===== src/rtl/eep_pkg.sv =====
package eep_pkg;

  typedef enum logic [2:0] {
    OP_READ  = 3'd0,
    OP_WRITE = 3'd1,
    OP_ERASE = 3'd2,
    OP_EWEN  = 3'd3,
    OP_EWDS  = 3'd4,
    OP_ERAL  = 3'd5,
    OP_WRAL  = 3'd6
  } eepOp_e;

  // strobes from control to datapath
  typedef struct packed {
    logic load;
    logic skRise;
    logic nextBit;
    logic capture;
    logic endFrame;
    logic csRaise;
    logic csDrop;
    logic finish;
    logic finErr;
  } eepStrobe_t;

endpackage


===== src/rtl/eep_ctrl.sv =====
module eep_ctrl
  import eep_pkg::*;
#(
  parameter int WORD_W      = 16,
  parameter int ADDR_W      = 6,
  parameter int SK_LOW_CYC  = 63,
  parameter int SK_HIGH_CYC = 63,
  parameter int CS_LOW_CYC  = 63,
  parameter int POLL_LIMIT  = 1275000
) (
  input  logic       clk,
  input  logic       rstN,
  input  logic       cmdValid,
  input  logic [2:0] cmdOp,
  input  logic       memDo,
  output logic       cmdReady,
  output eepStrobe_t str
);
  localparam int HDR_W   = 3 + ADDR_W;
  localparam int FRAME_W = HDR_W + WORD_W;
  localparam int PH_A    = (SK_LOW_CYC > SK_HIGH_CYC) ? SK_LOW_CYC : SK_HIGH_CYC;
  localparam int PH_MAX  = (PH_A > CS_LOW_CYC) ? PH_A : CS_LOW_CYC;
  localparam int PH_W    = $clog2(PH_MAX + 1);
  localparam int BIT_W   = $clog2(FRAME_W + 1);
  localparam int POLL_W  = $clog2(POLL_LIMIT + 1);

  typedef enum logic [2:0] {S_IDLE, S_LOW, S_HIGH, S_GAP, S_POLL} state_e;

  state_e              state, stateN;
  logic [PH_W-1:0]     phase, phaseN;
  logic [BIT_W-1:0]    bitIdx, bitN;
  logic [POLL_W-1:0]   pollCnt, pollN;
  eepOp_e              opReg, opN;
  logic                polled, polledN;
  logic                errFlag, errN;
  logic [BIT_W-1:0]    lastBit;
  logic                isProg;

  always_comb begin
    lastBit = (opReg == OP_READ || opReg == OP_WRITE || opReg == OP_WRAL)
              ? BIT_W'(FRAME_W - 1) : BIT_W'(HDR_W - 1);
    isProg  = (opReg == OP_WRITE) || (opReg == OP_ERASE) ||
              (opReg == OP_ERAL)  || (opReg == OP_WRAL);
  end

  assign cmdReady = (state == S_IDLE);

  always_comb begin
    str     = '0;
    stateN  = state;
    phaseN  = phase;
    bitN    = bitIdx;
    pollN   = pollCnt;
    opN     = opReg;
    polledN = polled;
    errN    = errFlag;
    case (state)
      S_IDLE: if (cmdValid) begin
        str.load = 1'b1;
        opN      = eepOp_e'(cmdOp);
        bitN     = '0;
        phaseN   = PH_W'(SK_LOW_CYC - 1);
        polledN  = 1'b0;
        errN     = 1'b0;
        stateN   = S_LOW;
      end
      S_LOW: begin
        if (phase == '0) begin
          str.skRise = 1'b1;
          phaseN     = PH_W'(SK_HIGH_CYC - 1);
          stateN     = S_HIGH;
        end else phaseN = phase - 1'b1;
      end
      S_HIGH: begin
        if (phase == '0) begin
          str.capture = (opReg == OP_READ) && (bitIdx >= BIT_W'(HDR_W - 1));
          if (bitIdx == lastBit) begin
            str.endFrame = 1'b1;
            phaseN       = PH_W'(CS_LOW_CYC - 1);
            stateN       = S_GAP;
          end else begin
            str.nextBit = 1'b1;
            bitN        = bitIdx + 1'b1;
            phaseN      = PH_W'(SK_LOW_CYC - 1);
            stateN      = S_LOW;
          end
        end else phaseN = phase - 1'b1;
      end
      S_GAP: begin
        if (phase == '0) begin
          if (isProg && !polled) begin
            str.csRaise = 1'b1;
            pollN       = '0;
            stateN      = S_POLL;
          end else begin
            str.finish = 1'b1;
            str.finErr = errFlag;
            stateN     = S_IDLE;
          end
        end else phaseN = phase - 1'b1;
      end
      S_POLL: begin
        if (memDo) begin
          str.csDrop = 1'b1;
          polledN    = 1'b1;
          phaseN     = PH_W'(CS_LOW_CYC - 1);
          stateN     = S_GAP;
        end else if (pollCnt == POLL_W'(POLL_LIMIT - 1)) begin
          str.csDrop = 1'b1;
          polledN    = 1'b1;
          errN       = 1'b1;
          phaseN     = PH_W'(CS_LOW_CYC - 1);
          stateN     = S_GAP;
        end else pollN = pollCnt + 1'b1;
      end
      default: stateN = S_IDLE;
    endcase
  end

  always_ff @(posedge clk) begin
    if (!rstN) begin
      state   <= S_IDLE;
      phase   <= '0;
      bitIdx  <= '0;
      pollCnt <= '0;
      opReg   <= OP_READ;
      polled  <= 1'b0;
      errFlag <= 1'b0;
    end else begin
      state   <= stateN;
      phase   <= phaseN;
      bitIdx  <= bitN;
      pollCnt <= pollN;
      opReg   <= opN;
      polled  <= polledN;
      errFlag <= errN;
    end
  end

  // the poll never runs past its limit
  p_poll_bound_r8: assert property (@(posedge clk) disable iff (!rstN)
    (state == S_POLL) |-> (pollCnt < POLL_W'(POLL_LIMIT)));

  // a taken command always leaves idle on the next clock
  p_accept_leaves_idle_r9: assert property (@(posedge clk) disable iff (!rstN)
    (cmdValid && cmdReady) |=> !cmdReady);

endmodule


===== src/rtl/eep_dp.sv =====
module eep_dp
  import eep_pkg::*;
#(
  parameter int WORD_W     = 16,
  parameter int ADDR_W     = 6,
  parameter int CS_LOW_CYC = 63
) (
  input  logic              clk,
  input  logic              rstN,
  input  eepStrobe_t        str,
  input  logic [2:0]        cmdOp,
  input  logic [ADDR_W-1:0] cmdAddr,
  input  logic [WORD_W-1:0] cmdWdata,
  input  logic              memDo,
  output logic              memCs,
  output logic              memSk,
  output logic              memDi,
  output logic              rspValid,
  output logic              rspErr,
  output logic [WORD_W-1:0] rspRdata
);
  localparam int HDR_W   = 3 + ADDR_W;
  localparam int FRAME_W = HDR_W + WORD_W;
  localparam int PAD_W   = ADDR_W - 2;
  localparam int RUN_W   = $clog2(CS_LOW_CYC + 1);

  logic [1:0]         opCode;
  logic [ADDR_W-1:0]  addrField;
  logic [WORD_W-1:0]  dataField;
  logic [FRAME_W-1:0] frameNext;
  logic [FRAME_W-1:0] shReg;
  logic [WORD_W:0]    rdShift;

  always_comb begin
    opCode    = 2'b00;
    addrField = cmdAddr;
    dataField = '0;
    case (eepOp_e'(cmdOp))
      OP_READ:  opCode = 2'b10;
      OP_WRITE: begin opCode = 2'b01; dataField = cmdWdata; end
      OP_ERASE: opCode = 2'b11;
      OP_EWEN:  addrField = {2'b11, {PAD_W{1'b0}}};
      OP_EWDS:  addrField = {2'b00, {PAD_W{1'b0}}};
      OP_ERAL:  addrField = {2'b10, {PAD_W{1'b0}}};
      OP_WRAL:  begin addrField = {2'b01, {PAD_W{1'b0}}}; dataField = cmdWdata; end
      default:  addrField = '0;
    endcase
    frameNext = {1'b1, opCode, addrField, dataField};
  end

  always_ff @(posedge clk) begin
    if (!rstN) begin
      memCs    <= 1'b0;
      memSk    <= 1'b0;
      memDi    <= 1'b0;
      shReg    <= '0;
      rdShift  <= '0;
      rspValid <= 1'b0;
      rspErr   <= 1'b0;
      rspRdata <= '0;
    end else begin
      rspValid <= 1'b0;
      rspErr   <= 1'b0;
      if (str.load) begin
        memCs   <= 1'b1;
        memSk   <= 1'b0;
        memDi   <= frameNext[FRAME_W-1];
        shReg   <= frameNext << 1;
        rdShift <= '0;
      end
      if (str.skRise) memSk <= 1'b1;
      if (str.capture) rdShift <= {rdShift[WORD_W-1:0], memDo};
      if (str.nextBit) begin
        memSk <= 1'b0;
        memDi <= shReg[FRAME_W-1];
        shReg <= shReg << 1;
      end
      if (str.endFrame) begin
        memCs <= 1'b0;
        memSk <= 1'b0;
        memDi <= 1'b0;
      end
      if (str.csRaise) memCs <= 1'b1;
      if (str.csDrop)  memCs <= 1'b0;
      if (str.finish) begin
        rspValid <= 1'b1;
        rspErr   <= str.finErr;
        rspRdata <= rdShift[WORD_W-1:0];
      end
    end
  end

  // checker state: consecutive low clocks on chip select
  logic [RUN_W-1:0] lowRun;
  always_ff @(posedge clk) begin
    if (!rstN) lowRun <= RUN_W'(CS_LOW_CYC);
    else if (memCs) lowRun <= '0;
    else if (lowRun < RUN_W'(CS_LOW_CYC)) lowRun <= lowRun + 1'b1;
  end

  p_sk_inside_cs_r4: assert property (@(posedge clk) disable iff (!rstN)
    memSk |-> memCs);

  p_di_steady_high_r4: assert property (@(posedge clk) disable iff (!rstN)
    memSk |-> $stable(memDi));

  p_cs_rest_r6: assert property (@(posedge clk) disable iff (!rstN)
    $rose(memCs) |-> (lowRun >= RUN_W'(CS_LOW_CYC)));

  p_rsp_single_r9: assert property (@(posedge clk) disable iff (!rstN)
    rspValid |=> !rspValid);

endmodule


===== src/rtl/eep_host.sv =====
module eep_host
  import eep_pkg::*;
#(
  parameter int WORD_W      = 16,
  parameter int ADDR_W16    = 6,
  parameter int SK_LOW_CYC  = 63,
  parameter int SK_HIGH_CYC = 63,
  parameter int CS_LOW_CYC  = 63,
  parameter int POLL_LIMIT  = 1275000,
  localparam int ADDR_W     = (WORD_W == 16) ? ADDR_W16 : ADDR_W16 + 1
) (
  input  logic              clk,
  input  logic              rstN,
  input  logic              cmdValid,
  output logic              cmdReady,
  input  logic [2:0]        cmdOp,
  input  logic [ADDR_W-1:0] cmdAddr,
  input  logic [WORD_W-1:0] cmdWdata,
  output logic              rspValid,
  output logic              rspErr,
  output logic [WORD_W-1:0] rspRdata,
  output logic              memCs,
  output logic              memSk,
  output logic              memDi,
  input  logic              memDo
);
  eepStrobe_t str;

  eep_ctrl #(
    .WORD_W(WORD_W), .ADDR_W(ADDR_W), .SK_LOW_CYC(SK_LOW_CYC),
    .SK_HIGH_CYC(SK_HIGH_CYC), .CS_LOW_CYC(CS_LOW_CYC), .POLL_LIMIT(POLL_LIMIT)
  ) u_ctrl (
    .clk(clk), .rstN(rstN), .cmdValid(cmdValid), .cmdOp(cmdOp),
    .memDo(memDo), .cmdReady(cmdReady), .str(str)
  );

  eep_dp #(
    .WORD_W(WORD_W), .ADDR_W(ADDR_W), .CS_LOW_CYC(CS_LOW_CYC)
  ) u_dp (
    .clk(clk), .rstN(rstN), .str(str), .cmdOp(cmdOp), .cmdAddr(cmdAddr),
    .cmdWdata(cmdWdata), .memDo(memDo), .memCs(memCs), .memSk(memSk),
    .memDi(memDi), .rspValid(rspValid), .rspErr(rspErr), .rspRdata(rspRdata)
  );

  p_ready_quiet_r1: assert property (@(posedge clk) disable iff (!rstN)
    cmdReady |-> (!memCs && !memSk));

  p_done_released_r8: assert property (@(posedge clk) disable iff (!rstN)
    rspValid |-> !memCs);

endmodule


===== config.mk =====
export PLATFORM = sky130hd
export DESIGN_NAME = eep_host
export DESIGN_NICKNAME = d
export VERILOG_FILES = /design/src/rtl/eep_pkg.sv /design/src/rtl/eep_ctrl.sv /design/src/rtl/eep_dp.sv /design/src/rtl/eep_host.sv
export SDC_FILE = /design/constraint.sdc
export NUM_CORES = 1
export LEC_CHECK = 0
export CORE_ASPECT_RATIO = 0.75
export CORE_MARGIN = 2
export CORE_UTILIZATION = 43
export CTS_CLUSTER_DIAMETER = 60
export DETAILED_ROUTE_END_ITERATION = 6
export DONT_BUFFER_PORTS = 1
export GPL_ROUTABILITY_DRIVEN = 0
export SLEW_MARGIN = 10
export SYNTH_ARGS = -nofsm -noshare
export SYNTH_HDL_FRONTEND = slang
export SYNTH_SLANG_ARGS = --single-unit

===== constraint.sdc =====
create_clock -name clk -period 6.5 [get_ports clk]
set_input_delay 0.975 -clock clk [delete_from_list [all_inputs] [get_ports clk]]
set_output_delay 0.975 -clock clk [all_outputs]
set_load 0.1 [all_outputs]

==> results of run 1 <==
==> layout by cell type (no fill, tap or decap), drive strengths merged, types with 5 or more instances in the layout <==
cell and instances:
xnor2 5, o21ai 9, inv 17, a31oi 6
nand4 9, buf 6, nand2 53, o31ai 10
mux2i 17, nor3 10, nor2 64, a222oi 21
a21oi 39, nand2b 5, or2 12, o2111ai 10
clkbuf 9, dfxtp 101, nand3 33
==> per-layer routing <==
layer / share of wire / vias to the layer above / GRT usage
li1: - / 1936 / -
met1: 0.49 / 1867 / 0.265
met2: 0.43 / 112 / 0.269
met3: 0.061 / 13 / 0.0534
met4: 0.013 / 0 / 0.0515
met5: 0 / - / 0
==> worst paths after layout <==
check	depth (start not counted)	endpoint
max	5	u_dp.shReg[11]
max reg2reg	5	u_dp.shReg[11]
min reg2reg	2	u_dp.rdShift[8]
min	2	u_dp.rdShift[8]
==> report_power, final <==
part	internal, W	total, W	switching, W	leakage, nW
clock	0.000273	0.000534	0.000260	0.145
sequential	0.000634	0.000662	0.0000285	0.818
combinational	0.0000422	0.000110	0.0000681	0.707
==> through the flow <==
step | worst slack, ns | instances | hold WS [ns] | total power (W)
6_report | 3.48 | 654 | 0.474 | 0.00131
5_1_grt | 3.14 | 654 | 0.497 | 0.00136
4_1_cts | 3.48 | 654 | 0.476 | 0.00132
3_5_place_dp | 3.45 | 638 | 0.465 | 0.000786
3_3_place_gp | 3.52 | 638 | 0.455 | 0.000783
2_1_floorplan | 2.13 | 537 | 0.429 | 0.000765
==> area by class of cell <==
class                           instances  area [um2]  share of cell area
Multi-Input combinational cell        382        2410               0.480
Sequential cell                       101        2020               0.403
Clock inverter                          7        75.1              0.0150
Clock buffer                            9         225              0.0449
Inverter                               13        48.8             0.00973
Timing Repair Buffer                    6        65.1              0.0130
Tap cell                              136         170              0.0339
==> flip-flops by register name (all words and copies together), names as in the netlist, 3 cells and up <==
signal	cells
u_ctrl.bitIdx	5
u_ctrl.state	3
u_ctrl.pollCnt	21
u_ctrl.opReg	3
u_dp.shReg	24
u_dp.rspRdata	16
u_ctrl.phase	6
u_dp.rdShift	16
==> critical path, delay by kind of cell, from the launching register on <==
family | cells | cell delay [ns]
and+or+nand+nor | 3 | 1.16
DFF | 1 | 0.44
AOI/OAI and AO/OA | 2 | 1.26
==> logic make-up after synthesis <==
family | Yosys count
flip-flops | 101
multiplexers | 17
adder cells (fa/ha/maj) | 4
XOR/XNOR | 7
buffers and inverters | 54
AND/OR/NAND/NOR | 222
AO/OA/AOI/OAI | 132
==> impl_metrics.tcl, run 1 <==
set metrics [dict create \
    syn_to_final_growth_pct 7.83 \
    rsz0062_at_grt "no" \
    worst_pin_slew_ns 1.14 \
    syn-instance-count 537 \
    fin_crit_ns 3.02 \
    core_mm2 0.0104 \
    synth_common_cells "dfxtp_1 (101), nor2_1 (64), nand2_1 (53)" \
    cp_max_fo 30 \
    synth_enable_flop_cells 0 \
    maxSlewViolCount 0 \
    async_flop_share 0 \
    die_area_mm2 0.0117 \
    finClkSkew_ns 0.00766 \
    cts.path.max_buffers 2 \
    synth_xor_xnor_area_share 0.0132 \
    slew_headroom 0.234 \
    reg2reg_slack_ns 3.48 \
    track_usage 0.185 \
    routed_via_density 6.01 \
    r2r_start "u_ctrl.state[2]" \
    post_cts_resized 0 \
    ir_drop_mv 0.137 \
    hold_buffers 0 \
    initial_core_util 0.447 \
    core.rowCount 32 \
    grt_pass1_vias 3467 \
    yosys.area.top_type "dfxtp_1" \
    synthFlopType "dfxtp_1" \
    startpoint "u_ctrl.state[2]" \
    design_area_mm2 0.00502 \
    ctsRootBufferMaster "clkbuf_16" \
    fill_cells 1017 \
    max_stage_delay_ns 0.79 \
    worstSetupPathType "reg -> reg" \
    dp_hpwl_mm 6.85 \
    synth_seq_cells 101 \
    diodes 0 \
    drc 0 \
    cts.sinks 101 \
    routed_wl_mm 10.5 \
    grt_pass1_wl_mm 17.2 \
    synth_cell_types 67 \
    final-setup-viol-count 0 \
    drt_iter0_drc 449 \
    grt_max_degree 78 \
    synth_nets 570 \
    yosys.area_share.simple 0.239 \
    clk_latency_ns 0.34 \
    synth_top_family_by_area "simple AND/OR/NAND/NOR gates" \
    power_density_mw_per_mm2 260 \
    place_area_mm2 0.00472 \
    hold_class "reg -> reg" \
    drive_above_1_share 0.108 \
    synth_compound_area_frac 0.218 \
    synthTopCellsByArea "dfxtp_1 (43%), nor2_1 (5.2%), a222oi_1 (4.5%)" \
    synth-seq-area-share 0.435 \
    drv_cap 0 \
    slowest_stage "a32o_1" \
    fin_tns_setup_ns 0 \
    cts_buffers 9 \
    cp.arrival_ns 3.22 \
    path_clk_slew_ns 0.08 \
    drtPass1Iterations 7 \
    htree_levels 3 \
    endpoint_kind "flip-flop" \
    dieWidth_um 124 \
    yosys_warnings 0 \
    min_from "u_dp.rdShift[7]" \
    vias 3928 \
    yosys.area.top_type_share 0.435 \
    antenna_found_initial 0 \
    status "finished clean" \
    hold_viol 0 \
    post-route-util 0.482 \
    synth_area_per_cell_um2 8.66 \
    cp_cell_sequence "nor3_2 -> nand2_1 -> a32o_1 -> a222oi_1 -> nor2_1" \
    io_buffers 0 \
    ant_nets 0 \
    leakage_nw 1.67 \
    start_kind "flip-flop" \
    layout.nets 546 \
    required_ns 6.70 \
    synthAdderAreaFrac 0.0108 \
    ios 51 \
    synth.cell_area_mm2 0.00465 \
    max_freq_mhz 332 \
    tritoncts "built" \
    wire_per_inst_um 16.1 \
    post_cts_buffers 0 \
    finalCritPeriodShare 0.464 \
    synth_mux_area_frac 0.0366 \
    overflow 0 \
    die_h_um 94.1 \
    yosys.cell_count.top_type "dfxtp_1" \
]
(Power assumes the default switching activity.)
==> inputs of run 2 (changes only) <==
- ABC_AREA: unset -> 1
- clock period: 6.5 -> 2.65 ns (I/O delays scaled with it)
==> run 2 against run 1 <==
Die area increased by 4.5%. Hold slack got worse by 0.30 ns. Worst setup slack worse by 2.9 ns. Via count increased by 13%. Register-to-register slack lost 2.9 ns. Core utilization is 0.35 points lower. Clock skew is 0.00056 ns higher. Non-clock buffer count grew 5.
==> impl_metrics.tcl, run 2 <==
set metrics [dict create \
    status "finished clean" \
    max_freq_mhz 493 \
    cp_cell_sequence "inv_1 -> ha_1 -> nand3_4 -> nor2_8 -> nand2_1 -> buf_4 -> nand2_2 -> nand3_1 -> a21oi_1" \
    power_density_mw_per_mm2 785 \
    drt_iter0_drc 395 \
    cp_max_fo 30 \
    final-setup-viol-count 0 \
    regToRegEndpoint "u_ctrl.bitIdx[1]" \
    drive_above_1_share 0.0743 \
    synth_enable_flop_cells 0 \
    synth-seq-area-share 0.415 \
    reg2reg_depth 9 \
    ctsRootBufferMaster "clkbuf_16" \
    layout_commonest_cell "nand2_1" \
    tritoncts "built" \
    worstSetupPathType "reg -> reg" \
    swShare 0.369 \
    yosys.area.top_type_share 0.415 \
    vias 4424 \
    synthFlopType "dfxtp_1" \
    path_clk_slew_ns 0.07 \
    cts.sinks 101 \
    max_stage_delay_ns 0.36 \
    synth_nets 725 \
    clkPwrFrac 0.305 \
    ir_drop_mv 0.384 \
    yosys_warnings 0 \
    dieWidth_um 127 \
    core_mm2 0.0110 \
    core.rowCount 33 \
    yosys.area.top_type "dfxtp_1" \
    ant_nets 0 \
    async_flop_share 0 \
    leakage_nw 1.92 \
    whs_endpoint "u_ctrl.pollCnt[17]" \
    drtPass1Iterations 5 \
    wire_per_inst_um 13.8 \
    drc 0 \
    hold_buffers 0 \
    largest_reg_flops 24 \
    finClkSkew_ns 0.00822 \
    hold_class "in -> reg" \
    min_from "rstN" \
    start_kind "flip-flop" \
    place_inst 810 \
    cp.arrival_ns 2.30 \
    initial_core_util 0.443 \
    fin_crit_ns 2.03 \
    synth.cell_area_mm2 0.00487 \
    whs_path_depth 2 \
    slew_headroom 0.331 \
    routed_via_density 5.36 \
    synth_common_cells "nand2_1 (171), nand3_1 (113), dfxtp_1 (101)" \
    post_cts_resized 0 \
    power.switching_w 0.00152 \
    sequentialPowerShare 0.437 \
    grt_pass1_wl_mm 18.9 \
    post_cts_buffers 0 \
    final_cell_mix "nand2_1 (171), nand3_1 (113), dfxtp_1 (101), a21oi_1 (72), nor2_1 (54)" \
    crit_family "simple AND/OR/NAND/NOR gates" \
    antenna_found_initial 0 \
    worst_pin_slew_ns 1.00 \
    cts_buffers 9 \
    cellInternalPower_w 0.00260 \
    regArea_mm2 0.00202 \
    maxSlewViolCount 0 \
    ios 51 \
    syn-instance-count 692 \
    stdcell_count 826 \
    synth_cell_types 37 \
    htree_levels 3 \
    drv_cap 0 \
    grt_max_degree 50 \
    regMostFlops "u_dp.shReg" \
    layout.nets 714 \
    grt_pass1_vias 3955 \
    fin_tns_setup_ns 0 \
    reg2reg_slack_ns 0.62 \
    overflow 0 \
    io_buffers 0 \
    die_area_mm2 0.0122 \
    multi_input_area_mm2 0.00248 \
    synthTopCellsByArea "dfxtp_1 (42%), nand2_1 (13%), nand3_1 (12%)" \
    routed_wl_mm 11.4 \
    endpoint_kind "flip-flop" \
    yosys.cell_count.top_type "nand2_1" \
    r2r_start "u_ctrl.phase[0]" \
    hold_viol 0 \
    track_usage 0.191 \
    diodes 0 \
    clk_latency_ns 0.34 \
    synth_seq_cells 101 \
    required_ns 2.92 \
    path_buf_inv 2 \
    top_regs "u_dp.shReg (24), u_ctrl.pollCnt (21)" \
    rsz0062_at_grt "no" \
    die_h_um 96.2 \
    synth_area_per_cell_um2 7.04 \
    cts.path.max_buffers 2 \
    syn_to_final_growth_pct 7.92 \
    finalCritPeriodShare 0.766 \
    dp_hpwl_mm 7.87 \
    pwr-share-comb 0.257 \
    fill_cells 1130 \
    slowest_stage "nor2_8" \
]
==> run 2: changes by cell type after synthesis, sizes merged, moves of 6 or more <==
| cell | before | now |
|---|---|---|
| xor2 | 2 | 10 |
| a31oi | 6 | 23 |
| a222oi | 21 | 0 |
| or2 | 12 | 1 |
| buf | 13 | 19 |
| nand3 | 33 | 117 |
| inv | 12 | 53 |
| clkbuf | 28 | 14 |
| o31ai | 10 | 0 |
| nand2 | 53 | 176 |
| mux2i | 17 | 0 |
| o2111ai | 10 | 1 |
| a21oi | 39 | 73 |
==> run 2: stage by stage <==
step	hold WS [ns]	area (um2)	setup WS, ns	util	total power, W
after floorplan	0.424	4870	0.327	-	0.00268
after global placement	0.455	4970	0.693	0.453	0.00288
after detailed placement	0.455	4970	0.641	0.453	0.00289
after CTS	0.159	5250	0.617	0.478	0.00417
after global routing	0.167	5250	0.457	0.478	0.00439
final	0.177	5250	0.620	0.478	0.00413
==> run 2: area by class of cell <==
| type | instances | share of cell area |
|---|---|---|
| Clock buffer | 9 | 0.0429 |
| Clock inverter | 7 | 0.0110 |
| Inverter | 53 | 0.0383 |
| Multi-Input combinational cell | 505 | 0.472 |
| Sequential cell | 101 | 0.385 |
| Tap cell | 140 | 0.0333 |
| Timing Repair Buffer | 11 | 0.0181 |
==> run 2: worst max path at each step <==
stage / start / end / slack (ns) / cells after the start
after floorplan: u_ctrl.state[0] / u_dp.shReg[18] / 0.33 / 8
after global placement: u_ctrl.phase[0] / u_ctrl.bitIdx[2] / 0.69 / 9
after detailed placement: u_ctrl.phase[0] / u_ctrl.bitIdx[2] / 0.64 / 9
after CTS: u_ctrl.phase[0] / u_ctrl.bitIdx[2] / 0.62 / 9
after global routing: u_ctrl.phase[0] / u_ctrl.bitIdx[2] / 0.46 / 9
final: u_ctrl.phase[0] / u_ctrl.bitIdx[1] / 0.62 / 9
==> run 2: power groups by stage <==
| stage | Sequential [W] | Clock, W | Combinational (W) |
|---|---|---|---|
| 2_1_floorplan | 0.00184 | 0 | 0.000839 |
| 3_3_place_gp | 0.00183 | 0 | 0.00105 |
| 3_5_place_dp | 0.00184 | 0 | 0.00106 |
| 4_1_cts | 0.00180 | 0.00130 | 0.00106 |
| 5_1_grt | 0.00182 | 0.00137 | 0.00120 |
| 6_report | 0.00180 | 0.00126 | 0.00106 |
==> run 2: per-layer routing <==
metal | vias to the layer above | GRT usage | wire [um]
li1 | 2289 | - | -
met1 | 2020 | 0.265 | 5820
met2 | 107 | 0.298 | 4810
met3 | 8 | 0.0495 | 644
met4 | 0 | 0.0485 | 107
met5 | - | 0 | 0
==> run 2: kinds of logic (layout without fill, tap and decap cells) <==
kind of cell | after synthesis | count (layout) | synth area share
AOI/OAI and AO/OA | 119 | 119 | 0.134
xor gates and xnor gates | 10 | 10 | 0.0180
adders and majority gates | 4 | 4 | 0.0103
buffers and inverters | 86 | 80 | 0.0758
and+or+nand+nor | 372 | 372 | 0.346
DFF | 101 | 101 | 0.415
